<file path="config.mk">
export PLATFORM = sky130hd
export DESIGN_NAME = i2c_addr_recog
export DESIGN_NICKNAME = d
export VERILOG_FILES = /design/src/rtl/i2c_am_pkg.sv /design/src/rtl/i2c_am_linemon.sv /design/src/rtl/i2c_am_cmp.sv /design/src/rtl/i2c_am_ctrl.sv /design/src/rtl/i2c_addr_recog.sv
export SDC_FILE = /design/constraint.sdc
export NUM_CORES = 1
export LEC_CHECK = 0
export ABC_AREA = 0
export BUFFER_PORTS_ARGS = -buffer_cell sky130_fd_sc_hd__buf_2
export CAP_MARGIN = 20
export CORE_MARGIN = 2
export CORE_UTILIZATION = 30
export DETAILED_ROUTE_END_ITERATION = 10
export GPL_ROUTABILITY_DRIVEN = 0
export SYNTH_ARGS = -nofsm -noshare
export SYNTH_HDL_FRONTEND = slang
export SYNTH_HIERARCHICAL = 1
export SYNTH_SLANG_ARGS = --single-unit
</file>
<file path="constraint.sdc">
create_clock -name clk -period 3.15 [get_ports clk]
set_input_delay 0.63 -clock clk [delete_from_list [all_inputs] [get_ports clk]]
set_output_delay 0.63 -clock clk [all_outputs]
set_load 0.01 [all_outputs]
</file>
<file path="src/rtl/i2c_am_pkg.sv">
package i2c_am_pkg;
  typedef enum logic [2:0] {
    ST_IDLE,
    ST_ADDR,
    ST_ACK_SETUP,
    ST_ACK_LOW,
    ST_ACK_HIGH,
    ST_ACTIVE
  } am_state_t;
endpackage

</file>
<file path="src/rtl/i2c_am_linemon.sv">
module i2c_am_linemon #(
  parameter int SYNC = 2
) (
  input  logic clk,
  input  logic rst_n,
  input  logic scl_in,
  input  logic sda_in,
  output logic sda_s,
  output logic scl_rise,
  output logic scl_fall,
  output logic start_det,
  output logic stop_det
);
  logic [SYNC-1:0] scl_ff, sda_ff;
  logic scl_q, sda_q, scl_s;

  // resample both lines through SYNC flops; idle bus reads high
  always_ff @(posedge clk or negedge rst_n) begin
    if (!rst_n) begin
      scl_ff <= '1;
      sda_ff <= '1;
      scl_q  <= 1'b1;
      sda_q  <= 1'b1;
    end else begin
      scl_ff <= {scl_ff[SYNC-2:0], scl_in};
      sda_ff <= {sda_ff[SYNC-2:0], sda_in};
      scl_q  <= scl_s;
      sda_q  <= sda_s;
    end
  end

  assign scl_s     = scl_ff[SYNC-1];
  assign sda_s     = sda_ff[SYNC-1];
  assign scl_rise  = scl_s & ~scl_q;
  assign scl_fall  = ~scl_s & scl_q;
  assign start_det = scl_s & scl_q & sda_q & ~sda_s;
  assign stop_det  = scl_s & scl_q & ~sda_q & sda_s;
endmodule

</file>
<file path="src/rtl/i2c_am_cmp.sv">
module i2c_am_cmp #(
  parameter int ADDR_W = 7,
  parameter int SLOTS  = 4
) (
  input  logic [ADDR_W-1:0]       addr,
  input  logic [SLOTS*ADDR_W-1:0] slots,
  input  logic                    mask_mode,
  output logic                    hit
);
  localparam int PAIRS = SLOTS / 2;

  logic [SLOTS-1:0] direct_hit;
  logic [PAIRS-1:0] pair_hit;

  for (genvar i = 0; i < SLOTS; i++) begin : g_direct
    assign direct_hit[i] = (addr == slots[i*ADDR_W +: ADDR_W]);
  end

  // even slot is the address, the odd slot after it is its don't-care mask
  for (genvar p = 0; p < PAIRS; p++) begin : g_pair
    logic [ADDR_W-1:0] base, care;
    assign base        = slots[(2*p)*ADDR_W +: ADDR_W];
    assign care        = ~slots[(2*p+1)*ADDR_W +: ADDR_W];
    assign pair_hit[p] = (((addr ^ base) & care) == '0);
  end

  assign hit = mask_mode ? |pair_hit : |direct_hit;
endmodule

</file>
<file path="src/rtl/i2c_am_ctrl.sv">
module i2c_am_ctrl
  import i2c_am_pkg::*;
#(
  parameter int ADDR_W = 7,
  parameter int BYTE_W = ADDR_W + 1
) (
  input  logic              clk,
  input  logic              rst_n,
  input  logic              sda_s,
  input  logic              scl_rise,
  input  logic              scl_fall,
  input  logic              start_det,
  input  logic              stop_det,
  input  logic              hit,
  output logic [ADDR_W-1:0] cmp_addr,
  input  logic              cfg_buf_sel,
  input  logic              cfg_hold_en,
  input  logic              cfg_stretch_dis,
  input  logic              cfg_ack_data,
  input  logic              clr_start,
  input  logic              clr_addr,
  input  logic              clr_stretch,
  input  logic              clr_buf,
  input  logic              rx_read,
  output logic              scl_hold,
  output logic              sda_pull,
  output logic              start_flag,
  output logic              target_active,
  output logic              read_flag,
  output logic              data_flag,
  output logic              addr_flag,
  output logic              stretch_flag,
  output logic              gen_irq,
  output logic              rx_full,
  output logic              rx_irq,
  output logic [BYTE_W-1:0] hold_addr,
  output logic [BYTE_W-1:0] rx_byte,
  output logic              evt_valid,
  input  logic              evt_ready,
  output logic [BYTE_W-1:0] evt_data
);
  localparam int CNT_W = $clog2(BYTE_W + 1);
  localparam logic [CNT_W-1:0] FULL = CNT_W'(BYTE_W);

  am_state_t         st;
  logic [BYTE_W-1:0] shreg;
  logic [CNT_W-1:0]  bit_cnt;
  logic bus_evt, match_now, miss_now, stretch_set, ack_done;

  assign cmp_addr    = shreg[BYTE_W-1:1];
  assign bus_evt     = start_det | stop_det;
  assign match_now   = (st == ST_ADDR) & ~bus_evt & ~scl_rise & (bit_cnt == FULL) & hit;
  assign miss_now    = (st == ST_ADDR) & ~bus_evt & ~scl_rise & (bit_cnt == FULL) & ~hit;
  assign stretch_set = (st == ST_ACK_SETUP) & ~bus_evt & scl_fall &
                       cfg_hold_en & ~cfg_stretch_dis & addr_flag;
  assign ack_done    = (st == ST_ACK_HIGH) & ~bus_evt & scl_fall;

  always_ff @(posedge clk or negedge rst_n) begin
    if (!rst_n) begin
      st      <= ST_IDLE;
      shreg   <= '0;
      bit_cnt <= '0;
    end else if (start_det) begin
      st      <= ST_ADDR;
      bit_cnt <= '0;
    end else if (stop_det) begin
      st <= ST_IDLE;
    end else begin
      unique case (st)
        ST_ADDR: begin
          if (scl_rise) begin
            shreg   <= {shreg[BYTE_W-2:0], sda_s};
            bit_cnt <= bit_cnt + 1'b1;
          end else if (match_now) begin
            st <= ST_ACK_SETUP;
          end else if (miss_now) begin
            st <= ST_IDLE;
          end
        end
        ST_ACK_SETUP: if (scl_fall) st <= ST_ACK_LOW;
        ST_ACK_LOW:   if (scl_rise) st <= ST_ACK_HIGH;
        ST_ACK_HIGH:  if (scl_fall) st <= ST_ACTIVE;
        default: ;
      endcase
    end
  end

  always_ff @(posedge clk or negedge rst_n) begin
    if (!rst_n) begin
      start_flag    <= 1'b0;
      target_active <= 1'b0;
      read_flag     <= 1'b0;
      data_flag     <= 1'b0;
      addr_flag     <= 1'b0;
      stretch_flag  <= 1'b0;
      gen_irq       <= 1'b0;
      rx_full       <= 1'b0;
      rx_irq        <= 1'b0;
      hold_addr     <= '0;
      rx_byte       <= '0;
      evt_valid     <= 1'b0;
      evt_data      <= '0;
    end else begin
      if (start_det)      start_flag <= 1'b1;
      else if (clr_start) start_flag <= 1'b0;

      if (match_now)    target_active <= 1'b1;
      else if (bus_evt) target_active <= 1'b0;

      if (match_now) read_flag <= shreg[0];

      if (match_now)     data_flag <= 1'b0;
      else if (ack_done) data_flag <= 1'b1;

      if (match_now)     addr_flag <= 1'b1;
      else if (clr_addr) addr_flag <= 1'b0;

      if (stretch_set)      stretch_flag <= 1'b1;
      else if (clr_stretch) stretch_flag <= 1'b0;

      if (stretch_set)                      gen_irq <= 1'b1;
      else if (!stretch_flag && !addr_flag) gen_irq <= 1'b0;

      if (match_now && !cfg_buf_sel) hold_addr <= shreg;

      if (match_now && cfg_buf_sel) begin
        rx_byte <= shreg;
        rx_full <= 1'b1;
        rx_irq  <= 1'b1;
      end else if (rx_read || clr_buf) begin
        rx_full <= 1'b0;
        rx_irq  <= 1'b0;
      end

      // one-deep event slot: a pending event is never overwritten
      if (evt_valid) begin
        if (evt_ready) evt_valid <= 1'b0;
      end else if (match_now) begin
        evt_valid <= 1'b1;
        evt_data  <= shreg;
      end
    end
  end

  assign scl_hold = stretch_flag & (st == ST_ACK_LOW);
  assign sda_pull = ((st == ST_ACK_LOW) | (st == ST_ACK_HIGH)) & ~cfg_ack_data;
endmodule

</file>
<file path="src/rtl/i2c_addr_recog.sv">
module i2c_addr_recog #(
  parameter int ADDR_W = 7,
  parameter int SLOTS  = 4,
  parameter int SYNC   = 2,
  localparam int BYTE_W = ADDR_W + 1
) (
  input  logic                    clk,
  input  logic                    rst_n,
  input  logic                    scl_in,
  input  logic                    sda_in,
  output logic                    scl_hold,
  output logic                    sda_pull,
  input  logic [SLOTS*ADDR_W-1:0] cfg_slots,
  input  logic                    cfg_mask_mode,
  input  logic                    cfg_buf_sel,
  input  logic                    cfg_hold_en,
  input  logic                    cfg_stretch_dis,
  input  logic                    cfg_ack_data,
  input  logic                    clr_start,
  input  logic                    clr_addr,
  input  logic                    clr_stretch,
  input  logic                    clr_buf,
  input  logic                    rx_read,
  output logic                    start_flag,
  output logic                    target_active,
  output logic                    read_flag,
  output logic                    data_flag,
  output logic                    addr_flag,
  output logic                    stretch_flag,
  output logic                    gen_irq,
  output logic                    rx_full,
  output logic                    rx_irq,
  output logic [BYTE_W-1:0]       hold_addr,
  output logic [BYTE_W-1:0]       rx_byte,
  output logic                    evt_valid,
  input  logic                    evt_ready,
  output logic [BYTE_W-1:0]       evt_data
);
  logic sda_s, scl_rise, scl_fall, start_det, stop_det, hit;
  logic [ADDR_W-1:0] cmp_addr;

  i2c_am_linemon #(.SYNC(SYNC)) u_linemon (
    .clk(clk), .rst_n(rst_n), .scl_in(scl_in), .sda_in(sda_in),
    .sda_s(sda_s), .scl_rise(scl_rise), .scl_fall(scl_fall),
    .start_det(start_det), .stop_det(stop_det)
  );

  i2c_am_cmp #(.ADDR_W(ADDR_W), .SLOTS(SLOTS)) u_cmp (
    .addr(cmp_addr), .slots(cfg_slots), .mask_mode(cfg_mask_mode), .hit(hit)
  );

  i2c_am_ctrl #(.ADDR_W(ADDR_W)) u_ctrl (
    .clk(clk), .rst_n(rst_n), .sda_s(sda_s), .scl_rise(scl_rise),
    .scl_fall(scl_fall), .start_det(start_det), .stop_det(stop_det),
    .hit(hit), .cmp_addr(cmp_addr),
    .cfg_buf_sel(cfg_buf_sel), .cfg_hold_en(cfg_hold_en),
    .cfg_stretch_dis(cfg_stretch_dis), .cfg_ack_data(cfg_ack_data),
    .clr_start(clr_start), .clr_addr(clr_addr), .clr_stretch(clr_stretch),
    .clr_buf(clr_buf), .rx_read(rx_read),
    .scl_hold(scl_hold), .sda_pull(sda_pull),
    .start_flag(start_flag), .target_active(target_active),
    .read_flag(read_flag), .data_flag(data_flag), .addr_flag(addr_flag),
    .stretch_flag(stretch_flag), .gen_irq(gen_irq),
    .rx_full(rx_full), .rx_irq(rx_irq),
    .hold_addr(hold_addr), .rx_byte(rx_byte),
    .evt_valid(evt_valid), .evt_ready(evt_ready), .evt_data(evt_data)
  );
endmodule

</file>
Yosys cells after proc, flatten, opt, wreduce, memory -nomap -nowiden
Index checks and enable logic that the tools add are counted.
Widths: inputs -> output; s select.

cells by class
  add/sub/neg operators = 1
  $mul = 0
  divide/modulo/power cells = 0
  magnitude comparators = 0
  equal/unequal tests = 15
  shift operators = 0
  multiplexer cells = 31
  bitwise gates (word level) = 41
  reduce and logical (&&, ||, !) cells = 25

operator list
  cell                 count
  $eq 7x7->1           4
  $mux 3               8
  $and 1x1->1          21
  $mux 1               18
  $reduce_bool 2->1    9
  $mux 4               4
  $and 7x7->7          2
  $logic_not 7->1      2
  $not 7->7            2
  $xor 7x7->7          2
  $ne 4x1->1 const B   3
  $not 1->1            12
  $pmux 3 s4           1
  $eq 3x2->1 const B   2
  $reduce_and 6->1     1
  $reduce_bool 6->1    1
  $ne 5x1->1 const B   1
  $add 4x1->4 const B  1
  $eq 4x4->1 const B   1
  $ne 4x4->1 const B   1
  $reduce_and 4->1     1
  $reduce_or 4->1      1
  $eq 3x1->1 const B   1
  $eq 3x3->1 const B   1
  8 further kinds      13

storage, ports and cells
  register bits = 54
  latch bits = 0
  memory bits (writable) = 0
  bits in read-only memories = 0
  input bits = 43
  output and inout port bits = 36
  logic and storage cells = 132
  memories kept = 0

Longest topological paths before layout
Gate-level depths: netlist of the first run.

  depth in word-level cells = 15
  mapped depth = 11
  gate-level depth less buffers = 8

Modules after synthesis
Netlist of the first run, hierarchy kept.

modules (own cells, without submodules)
  module          times used  cells each  area each (um2)  sequential area each (um2)
  i2c_am_ctrl     1           159         2112.0           1201.2
  i2c_am_cmp      1           54          427.9            0.0
  i2c_am_linemon  1           10          190.2            157.7

Worst setup path after synthesis of the first run
OpenSTA, ideal clock, no wires.

  path kind = register -> register
  start = register u_ctrl.shreg[4]
  end = register u_ctrl.rx_byte[0]
  setup time = 125 ps
  arrival = 2240 ps
  required time = 3025 ps
  setup slack = 785 ps
  cell stages (with the launch flop) = 12
  buffers on the path = 3
  clock period less this slack = 2365 ps
  cell sequence = dfrtp_1 buf_4 buf_6 xnor2_2 o22ai_1 nor4_2 nor3_1 a21oi_1 nand4_4 or2_1 buf_6 mux2_4

on the way
  longest elaborated chain between the ends = 7
  elaborated cells on any way between the ends = 15
  those cells by class = 4 x eq/ne; 1 x mux; 5 x bitwise; 5 x reduce/logical

RTL lines
  item                    line                  source
  from (decl)             i2c_am_ctrl.sv:46     logic [BYTE_W-1:0] shreg;
  from (signal assigned)  i2c_am_ctrl.sv:72     shreg <= {shreg[BYTE_W-2:0], sda_s};
  $xor 7x7->7             i2c_am_cmp.sv:24      assign pair_hit[p] = (((addr ^ base) & care) == '0);
  $and 7x7->7             i2c_am_cmp.sv:24
  $logic_not 7->1         i2c_am_cmp.sv:24
  $reduce_or 2->1         i2c_am_cmp.sv:27      assign hit = mask_mode ? |pair_hit : |direct_hit;
  $mux 1 (*)              i2c_am_cmp.sv:27
  net hit                 i2c_addr_recog.sv:39  logic sda_s, scl_rise, scl_fall, start_det, stop_det, hit;
  $and 1x1->1 (*)         i2c_am_ctrl.sv:52     assign match_now = (st == ST_ADDR) & ~bus_evt & ~scl_rise & (bit_cnt == FULL) & hit;
  $logic_and 1x1->1 (*)   i2c_am_ctrl.sv:126    if (match_now && cfg_buf_sel) begin
  to (signal assigned)    i2c_am_ctrl.sv:127    rx_byte <= shreg;
  to (decl)               i2c_am_ctrl.sv:37     output logic [BYTE_W-1:0] rx_byte,

The timed path passes the listed nets; every way through them passes the cells marked *.
A chain may end at the register's enable or synchronous reset.

Worst setup path in the final report of the first run
  start = register u_ctrl.shreg[2]
  end = register u_ctrl.rx_byte[5]

The elaborated chain is that of the path after synthesis.

==> results.py, run 1 <==
metrics = {
    "status": {
        "outcome": "finished clean",
    },
    "worst_hold_path": {
        "whs_endpoint": "u_linemon/sda_ff[1]",
        "hold_class": "reg2reg",
        "hold_path_depth": 0,
        "hp-start": "u_linemon/sda_ff[0]",
    },
    "setup_path": {
        "r2r-start": "u_ctrl/shreg[2]",
        "worstPathArrival_ns": 2.89,
        "worstPathRequired_ns": 3.34,
        "r2r_cells": 8,
        "path_max_fanout": 9,
        "worst-setup-path-type": "reg2reg",
        "cp_slowest_stage_delay_ns": 0.53,
        "cp-start-kind": "register",
        "crit_family": "simple AND/OR/NAND/NOR gates",
        "slowest_stage": "dfrtp_1",
        "end_kind": "register",
        "r2r-end": "u_ctrl/rx_byte[5]",
        "rrSetupSlack_ns": 0.46,
        "crit_chain": "xnor2_1, o22ai_1, nor4_1, nor3_1, a21oi_1, nand4_4, or2_1, mux2_4",
        "crit_buf_inv": 0,
    },
    "drt": {
        "vias": 1961,
        "routedWlPerCell_um": 15.5,
        "wirelength_um": 6280,
        "via_per_inst": 4.83,
        "drc": 0,
        "antenna_left": 0,
        "drt_iter0_markers": 63,
        "dr.pass1.iters": 4,
    },
    "clocking": {
        "h-tree-depth": 2,
        "clk_pin_slew_ns": 0.09,
        "cts_sinks": 54,
        "cts_made_buffers": 5,
        "cts-root-buf": "clkbuf_8",
        "cts_tree": "built",
        "cts_buffer_depth": 2,
        "post_cts_buffers": 0,
        "cts_resized": 0,
        "ctsHoldBuffers": 0,
        "clock_latency_ns": 0.30,
    },
    "sta": {
        "fin_worst_skew_ns": 0.00486,
        "worst_pin_slew_ns": 0.933,
        "relSlewSlack_pct": 37.8,
        "setup_ws_ns": 0.457,
        "slew_viol_final": 0,
        "rsz0062_at_grt": "no",
        "fmax_mhz": 371,
        "fin_crit_sh_pct": 85.5,
        "fin_tns_setup_ns": 0,
        "hold_viol": 0,
        "setup_viol": 0,
        "period_needed_ns": 2.69,
    },
    "yosys": {
        "ys_types": 40,
        "postSynthAreaPerCell_um2": 12.2,
        "async_reset_ff_share_pct": 100,
        "ys.flop_type": "dfrtp_1",
        "syn_area_um2": 2730,
        "ys_seq_elements": 54,
        "ys_seq_area_share_pct": 49.8,
        "yosys_warnings": 6,
        "synth_fp_nets": 268,
        "synth_cells": 223,
        "synth_edf_count": 0,
    },
    "power": {
        "irDropWorstVdd_uv": 271,
        "combinationalPowerShare_pct": 31.4,
        "p_int_w": 0.00137,
        "cellLeakagePower_nw": 1.68,
        "switchingPower_w": 0.000759,
        "switching_share_pct": 35.7,
        "p_total_w": 0.00212,
        "power_frac_clock_pct": 18.8,
        "power_density_nw_per_um2": 651,
        "seqPwrFrac_pct": 49.7,
    },
    "global_route": {
        "grt_max_degree": 43,
        "met1_usage_pct": 16.7,
        "antenna_found_initial": 0,
        "grt_usage_pct": 13.0,
        "grt_pass1_vias": 2039,
        "grt.busiest_layer": "met2",
        "grtUsageMet3_pct": 3.58,
        "gr-total-overflow": 0,
        "grt_pass1_wl_um": 10200,
        "grt_use_met2_pct": 21.0,
    },
    "placed_design": {
        "dpl.cell_count": 398,
        "port-buffer-count": 78,
        "dp_hpwl_um": 4940,
        "place_ws_ns": 0.302,
    },
    "layout": {
        "final_nets": 342,
        "final_cells": 406,
        "final_common_cell": "buf_2",
        "synthToLayoutAreaGrowth_pct": 19.4,
        "final_cell_mix": "buf_2, dfrtp_1, mux2_2, xnor2_1, nor2_1",
        "n_fill_cell": 889,
        "drive_above_1_share_pct": 45.6,
        "diodes": 0,
    },
    "die": {
        "start_util_pct": 31.2,
        "die_h_um": 99.4,
        "io_pins": 79,
        "die-area_um2": 9880,
        "row_count": 34,
        "core_um2": 8760,
        "die_w_um": 99.4,
    },
    "run": {
        "cap_violations": 0,
    },
}
[worst max path at each step]
stage               slack, ns  cells past startpoint                   to            start
global route             0.23                      8  u_ctrl/hold_addr[0]  u_ctrl/shreg[2]
CTS                      0.44                      8    u_ctrl/rx_byte[5]  u_ctrl/shreg[3]
detailed placement       0.30                      9    u_ctrl/rx_byte[6]     cfg_slots[6]
finish                   0.46                      8    u_ctrl/rx_byte[5]  u_ctrl/shreg[2]
floorplan                0.78                     11    u_ctrl/rx_byte[0]  u_ctrl/shreg[4]
global placement         0.36                      9    u_ctrl/rx_byte[5]    cfg_slots[15]
[layout make-up]
cell class	instances	area (um2)	share of cell area, %
clock buffers	7	86.3	2.65
inverters	9	33.8	1.04
repair buffers	81	413	12.7
clock inverters	1	8.76	0.269
flip-flops and latches	54	1360	41.7
multi-input cells	146	1220	37.6
well taps	108	135	4.14
[metal layers]
metal | wire, um | part of all wire, %
met3 | 526 | 8.4
met4 | 121 | 1.9
met1 | 2730 | 43
met5 | 0 | 0
met2 | 2910 | 46
[stage by stage]
step	hold WS [ns]	util, %	area [um2]
after detailed placement	0.347	36.1	3170
final	0.360	37.2	3260
after floorplan	0.334	-	2730
after CTS	0.361	37.2	3260
after global placement	0.346	36.1	3170
after global routing	0.370	37.2	3260
[power groups by stage]
stage               sequential, W  combinational, W  clock, W
floorplan                0.000960          0.000619         0
global placement          0.00107          0.000655         0
detailed placement        0.00107          0.000671         0
CTS                       0.00106          0.000674  0.000422
global route              0.00109          0.000739  0.000453
finish                    0.00106          0.000668  0.000400
[synth_stat cells, types with 2 or more instances]
cell type	number	area [um2]
dfstp_2	6	158
buf_6	4	45.0
ha_1	2	25.0
mux2i_1	2	20.0
nor3_1	3	15.0
nor4_2	2	25.0
xnor2_1	22	193
o21ai_0	4	20.0
nand2b_1	2	12.5
xor2_1	7	61.3
nor2_2	2	12.5
buf_4	8	60.1
nor4_1	4	25.0
nand2_1	6	22.5
a21oi_1	3	15.0
nand3_1	4	20.0
and3_1	3	18.8
inv_1	9	33.8
xnor2_2	2	32.5
dfrtp_1	48	1200
nand4_1	7	43.8
nor2b_1	5	31.3
clkbuf_1	2	7.51
and4b_1	2	20.0
o22ai_1	6	37.5
nor2_1	13	48.8
mux2_4	8	120
mux2_2	25	282
[state kept, by name (all words and copies together) (netlist names), 2 cells and up]
register / flops
u_ctrl/shreg: 8
u_linemon/sda_ff: 2
u_ctrl/st: 3
u_ctrl/hold_addr: 8
u_ctrl/bit_cnt: 4
u_ctrl/rx_byte: 8
u_ctrl/evt_data: 8
u_linemon/scl_ff: 2
[cell families after synthesis]
family / Yosys count / synth area share, %
and+or+nand+nor: 58 / 13.3
DFF: 54 / 49.8
adders and majority gates: 2 / 0.916
xor gates and xnor gates: 31 / 10.5
AOI/OAI and AO/OA: 20 / 4.72
buffers and inverters: 23 / 5.36
muxes: 35 / 15.4
[worst reg2reg max path, cell delays in order, from the launching register on]
cell,delay (ns)
dfrtp_1,0.53
xnor2_1,0.30
o22ai_1,0.13
nor4_1,0.29
nor3_1,0.08
a21oi_1,0.21
nand4_4,0.19
or2_1,0.47
mux2_4,0.38
Power figures use the tool's default switching activity.
==> run 2, diff against run 1 <==
--- a/config.mk
+++ b/config.mk
@@ -6,12 +6,13 @@
 export NUM_CORES = 1
 export LEC_CHECK = 0
 export ABC_AREA = 0
-export BUFFER_PORTS_ARGS = -buffer_cell sky130_fd_sc_hd__buf_2
+export BUFFER_PORTS_ARGS = -buffer_cell sky130_fd_sc_hd__buf_4
 export CAP_MARGIN = 20
 export CORE_MARGIN = 2
 export CORE_UTILIZATION = 30
 export DETAILED_ROUTE_END_ITERATION = 10
 export GPL_ROUTABILITY_DRIVEN = 0
+export REMOVE_ABC_BUFFERS = 1
 export SYNTH_ARGS = -nofsm -noshare
 export SYNTH_HDL_FRONTEND = slang
 export SYNTH_HIERARCHICAL = 1
==> results.py, run 2 (same netlist as run 1, synthesis figures left out) <==
metrics = {
    "clocking": {
        "ctsHoldBuffers": 0,
        "cts_made_buffers": 5,
        "cts-root-buf": "clkbuf_8",
        "cts_sinks": 54,
        "post_cts_buffers": 0,
        "h-tree-depth": 2,
        "clk_pin_slew_ns": 0.11,
        "cts_resized": 0,
        "cts_buffer_depth": 2,
        "cts_tree": "built",
        "clock_latency_ns": 0.31,
    },
    "power": {
        "switchingPower_w": 0.000778,
        "p_int_w": 0.00139,
        "p_total_w": 0.00216,
        "seqPwrFrac_pct": 49.1,
        "cellLeakagePower_nw": 1.72,
        "switching_share_pct": 35.9,
        "power_frac_clock_pct": 18.7,
        "combinationalPowerShare_pct": 32.1,
        "irDropWorstVdd_uv": 250,
        "power_density_nw_per_um2": 626,
    },
    "setup_path": {
        "rrSetupSlack_ns": 0.35,
        "end_kind": "register",
        "path_max_fanout": 9,
        "worstPathRequired_ns": 3.36,
        "worstPathArrival_ns": 3.01,
        "worst-setup-path-type": "reg2reg",
        "cp-start-kind": "register",
    },
    "layout": {
        "final_cell_mix": "buf_4, dfrtp_1, mux2_2, xnor2_1, nor2_1",
        "drive_above_1_share_pct": 46.0,
        "synthToLayoutAreaGrowth_pct": 26.7,
        "diodes": 0,
        "n_fill_cell": 840,
        "final_common_cell": "buf_4",
        "final_nets": 342,
        "final_area_um2": 3460,
        "final_cells": 406,
    },
    "drt": {
        "routedWlPerCell_um": 15.2,
        "vias": 1938,
        "antenna_left": 0,
        "drt_iter0_markers": 102,
        "dr.pass1.iters": 5,
        "wirelength_um": 6170,
        "via_per_inst": 4.77,
        "drc": 0,
    },
    "die": {
        "row_count": 34,
        "die-area_um2": 9880,
        "core_um2": 8760,
        "die_w_um": 99.4,
        "die_h_um": 99.4,
        "io_pins": 79,
        "start_util_pct": 31.2,
    },
    "placed_design": {
        "port-buffer-count": 78,
        "dpl.cell_count": 398,
        "postPlaceCellArea_um2": 3360,
        "dp_hpwl_um": 4560,
    },
    "sta": {
        "relSlewSlack_pct": 55.5,
        "rsz0062_at_grt": "no",
        "fin_tns_setup_ns": 0,
        "hold_viol": 0,
        "worst_pin_slew_ns": 0.668,
        "period_needed_ns": 2.80,
        "fmax_mhz": 357,
        "fin_worst_skew_ns": 0.0146,
        "slew_viol_final": 0,
        "setup_viol": 0,
        "fin_crit_sh_pct": 88.9,
        "fin_hold_ws_ns": 0.345,
    },
    "global_route": {
        "grt_pass1_wl_um": 9820,
        "antenna_found_initial": 0,
        "grt_usage_pct": 12.5,
        "grt_max_degree": 55,
        "gr-total-overflow": 0,
        "grt_pass1_vias": 1926,
    },
    "status": {
        "outcome": "finished clean",
    },
    "run": {
        "cap_violations": 0,
    },
    "worst_hold_path": {
        "hold_class": "in2async",
    },
}
run 2: stage by stage:
stage | utilization [%] | setup WS [ns]
finish | 39.5 | 0.349
global route | 39.5 | 0.122
CTS | 39.5 | 0.325
detailed placement | 38.3 | 0.257
global placement | 38.3 | 0.339
floorplan | - | 0.724
run 2: worst paths after layout:
| path | start | depth (start not counted) | end |
|---|---|---|---|
| worst min register to register | u_linemon/scl_ff[0] | 0 | u_linemon/scl_ff[1] |
| worst min-delay path | rst_n | 1 | u_ctrl/bit_cnt[1] |
| min in group clk | u_linemon/scl_ff[0] | 0 | u_linemon/scl_ff[1] |
| worst max-delay path | u_ctrl/shreg[1] | 8 | u_ctrl/rx_byte[7] |
| worst max register to register | u_ctrl/shreg[1] | 8 | u_ctrl/rx_byte[7] |
| max in group asynchronous | rst_n | 1 | u_ctrl/bit_cnt[0] |
run 2: layout make-up:
class	instances	area, um2	share of cell area, %
sequential	54	1360	39.3
multi-input combinational	146	1220	35.4
timing repair buffer	81	608	17.6
tap	108	135	3.91
clock buffer	5	68.8	1.99
inverter	9	33.8	0.977
clock inverter	3	28.8	0.832
run 2: per-layer routing:
metal	global-route usage, %	vias to the layer above	wire [um]
met4	3.06	0	63
met2	19.8	81	2860
met5	0	-	0
li1	-	916	-
met1	16.8	933	2810
met3	3.79	8	436
run 2: power by group through the flow:
| stage | Combinational, W | Clock [W] | Sequential, W |
|---|---|---|---|
| 2_1_floorplan | 0.000467 | 0 | 0.00102 |
| 3_3_place_gp | 0.000681 | 0 | 0.00108 |
| 3_5_place_dp | 0.000692 | 0 | 0.00109 |
| 4_1_cts | 0.000697 | 0.000429 | 0.00107 |
| 5_1_grt | 0.000759 | 0.000453 | 0.00109 |
| 6_report | 0.000695 | 0.000406 | 0.00106 |
run 2: critical path: stages (launching register included):
cell,delay [ns]
dfrtp_1,0.55
xnor2_1,0.31
o22ai_1,0.15
nor4_2,0.26
nor3_1,0.08
a21oi_1,0.30
nand4_4,0.22
or2_1,0.46
mux2_4,0.37
==> run 3, diff against run 2 <==
--- a/config.mk
+++ b/config.mk
@@ -9,9 +9,10 @@
 export BUFFER_PORTS_ARGS = -buffer_cell sky130_fd_sc_hd__buf_4
 export CAP_MARGIN = 20
 export CORE_MARGIN = 2
-export CORE_UTILIZATION = 30
+export CORE_UTILIZATION = 45
 export DETAILED_ROUTE_END_ITERATION = 10
 export GPL_ROUTABILITY_DRIVEN = 0
+export PLACE_DENSITY = 0.71
 export REMOVE_ABC_BUFFERS = 1
 export SYNTH_ARGS = -nofsm -noshare
 export SYNTH_HDL_FRONTEND = slang
==> results.py, run 3 (same netlist as run 1, synthesis figures left out) <==
metrics = {
    "drt": {
        "vias": 1955,
        "wirelength_um": 5910,
        "drt_iter0_markers": 126,
        "dr.pass1.iters": 4,
        "drc": 0,
        "antenna_left": 0,
        "via_per_inst": 5.27,
        "routedWlPerCell_um": 15.9,
    },
    "setup_path": {
        "cp-start-kind": "register",
        "crit_path_start": "u_ctrl/shreg[1]",
        "r2r_cells": 8,
        "worstPathRequired_ns": 3.36,
        "path_max_fanout": 9,
        "r2r-start": "u_ctrl/shreg[1]",
        "rrSetupSlack_ns": 0.33,
        "worst-setup-path-type": "reg2reg",
        "end_kind": "register",
        "worstPathArrival_ns": 3.03,
        "r2r-end": "u_ctrl/rx_byte[7]",
        "critical_path.endpoint": "u_ctrl/rx_byte[7]",
    },
    "sta": {
        "period_needed_ns": 2.82,
        "relSlewSlack_pct": 55.2,
        "setup_viol": 0,
        "hold_viol": 0,
        "rsz0062_at_grt": "no",
        "fmax_mhz": 354,
        "fin_tns_setup_ns": 0,
        "fin_crit_sh_pct": 89.6,
        "fin_worst_skew_ns": 0.0106,
        "worst_pin_slew_ns": 0.672,
        "slew_viol_final": 0,
    },
    "clocking": {
        "post_cts_buffers": 0,
        "clock_latency_ns": 0.31,
        "cts_tree": "built",
        "cts_sinks": 54,
        "cts_buffer_depth": 2,
        "ctsHoldBuffers": 0,
        "cts_resized": 0,
        "clk_pin_slew_ns": 0.10,
        "h-tree-depth": 2,
        "cts-root-buf": "clkbuf_8",
        "cts_made_buffers": 5,
    },
    "power": {
        "switchingPower_w": 0.000771,
        "irDropWorstVdd_uv": 347,
        "cellLeakagePower_nw": 1.70,
        "combinationalPowerShare_pct": 33.1,
        "power_frac_clock_pct": 17.6,
        "p_int_w": 0.00138,
        "seqPwrFrac_pct": 49.3,
        "power_density_nw_per_um2": 634,
        "switching_share_pct": 35.9,
    },
    "global_route": {
        "grt_max_degree": 55,
        "grt_pass1_vias": 1883,
        "gr-total-overflow": 0,
        "antenna_found_initial": 0,
        "grt_pass1_wl_um": 9030,
        "grt_usage_pct": 18.1,
    },
    "status": {
        "outcome": "finished clean",
    },
    "layout": {
        "final_cell_mix": "buf_4, dfrtp_1, mux2_2, xnor2_1, nor2_1",
        "n_fill_cell": 517,
        "drive_above_1_share_pct": 45.6,
        "ff_latch_area_um2": 1360,
        "diodes": 0,
        "multi_input_area_um2": 1220,
        "final_nets": 341,
        "utilization_pct": 57.7,
        "synthToLayoutAreaGrowth_pct": 24.4,
        "final_common_cell": "buf_4",
    },
    "die": {
        "core_um2": 5890,
        "start_util_pct": 46.4,
        "die_h_um": 81.9,
        "io_pins": 79,
        "die-area_um2": 6710,
        "die_w_um": 81.9,
        "row_count": 28,
    },
    "placed_design": {
        "dp_hpwl_um": 4300,
        "port-buffer-count": 78,
    },
    "run": {
        "cap_violations": 0,
    },
    "worst_hold_path": {
        "hold_class": "in2async",
    },
}
-- run 3: cell types whose count changed in the layout (fill, tap and decap cells not counted), sizes merged --
cell	previous run	this run
buf	81	80
clkinvlp	0	2
clkinv	2	0
inv	10	9
-- run 3: power by group through the flow --
stage / Combinational [W] / Sequential, W / Clock (W)
2_1_floorplan: 0.000467 / 0.00102 / 0
3_3_place_gp: 0.000688 / 0.00107 / 0
3_5_place_dp: 0.000707 / 0.00108 / 0
4_1_cts: 0.000711 / 0.00106 / 0.000389
5_1_grt: 0.000778 / 0.00109 / 0.000420
6_report: 0.000712 / 0.00106 / 0.000379
-- run 3: area by class of cell --
| cell class | count | area share [%] |
|---|---|---|
| tap | 75 | 2.76 |
| multi-input combinational | 146 | 36.1 |
| timing repair buffer | 80 | 17.7 |
| inverter | 9 | 0.995 |
| clock buffer | 5 | 2.03 |
| sequential | 54 | 40.0 |
| clock inverter | 2 | 0.442 |
-- run 3: through the flow --
step | instance area, um2 | hold WS, ns | std cells | power (W) | setup slack [ns]
floorplan | 2620 | 0.334 | 209 | 0.00149 | 0.724
global placement | 3310 | 0.346 | 364 | 0.00176 | 0.323
detailed placement | 3310 | 0.347 | 364 | 0.00178 | 0.232
CTS | 3400 | 0.360 | 371 | 0.00216 | 0.350
global route | 3400 | 0.363 | 371 | 0.00229 | 0.144
finish | 3400 | 0.327 | 371 | 0.00215 | 0.327
-- run 3: how the worst min path moves through the flow --
| stage | to | slack [ns] | startpoint |
|---|---|---|---|
| 5_1_grt | u_linemon/scl_ff[1] | 0.36 | u_linemon/scl_ff[0] |
| 3_3_place_gp | u_linemon/sda_ff[1] | 0.35 | u_linemon/sda_ff[0] |
| 4_1_cts | u_ctrl/bit_cnt[2] | 0.36 | rst_n |
| 6_report | u_ctrl/st[2] | 0.33 | rst_n |
| 3_5_place_dp | u_linemon/sda_ff[1] | 0.35 | u_linemon/sda_ff[0] |
| 2_1_floorplan | u_ctrl/addr_flag | 0.33 | rst_n |
-- run 3: critical path, stage by stage, from the launching register on --
cell     delay (ns)
dfrtp_1        0.56
xnor2_1        0.33
o22ai_1        0.15
nor4_2         0.26
nor3_1         0.08
a21oi_1        0.27
nand4_4        0.22
or2_1          0.46
mux2_4         0.37
-- run 3: routing by layer --
layer / GRT usage [%] / vias up / share of wire, %
met2: 29.6 / 72 / 47
met3: 4.40 / 7 / 6.8
met1: 24.3 / 959 / 45
met4: 4.50 / 0 / 0.90
met5: 0 / - / 0
li1: - / 917 / -
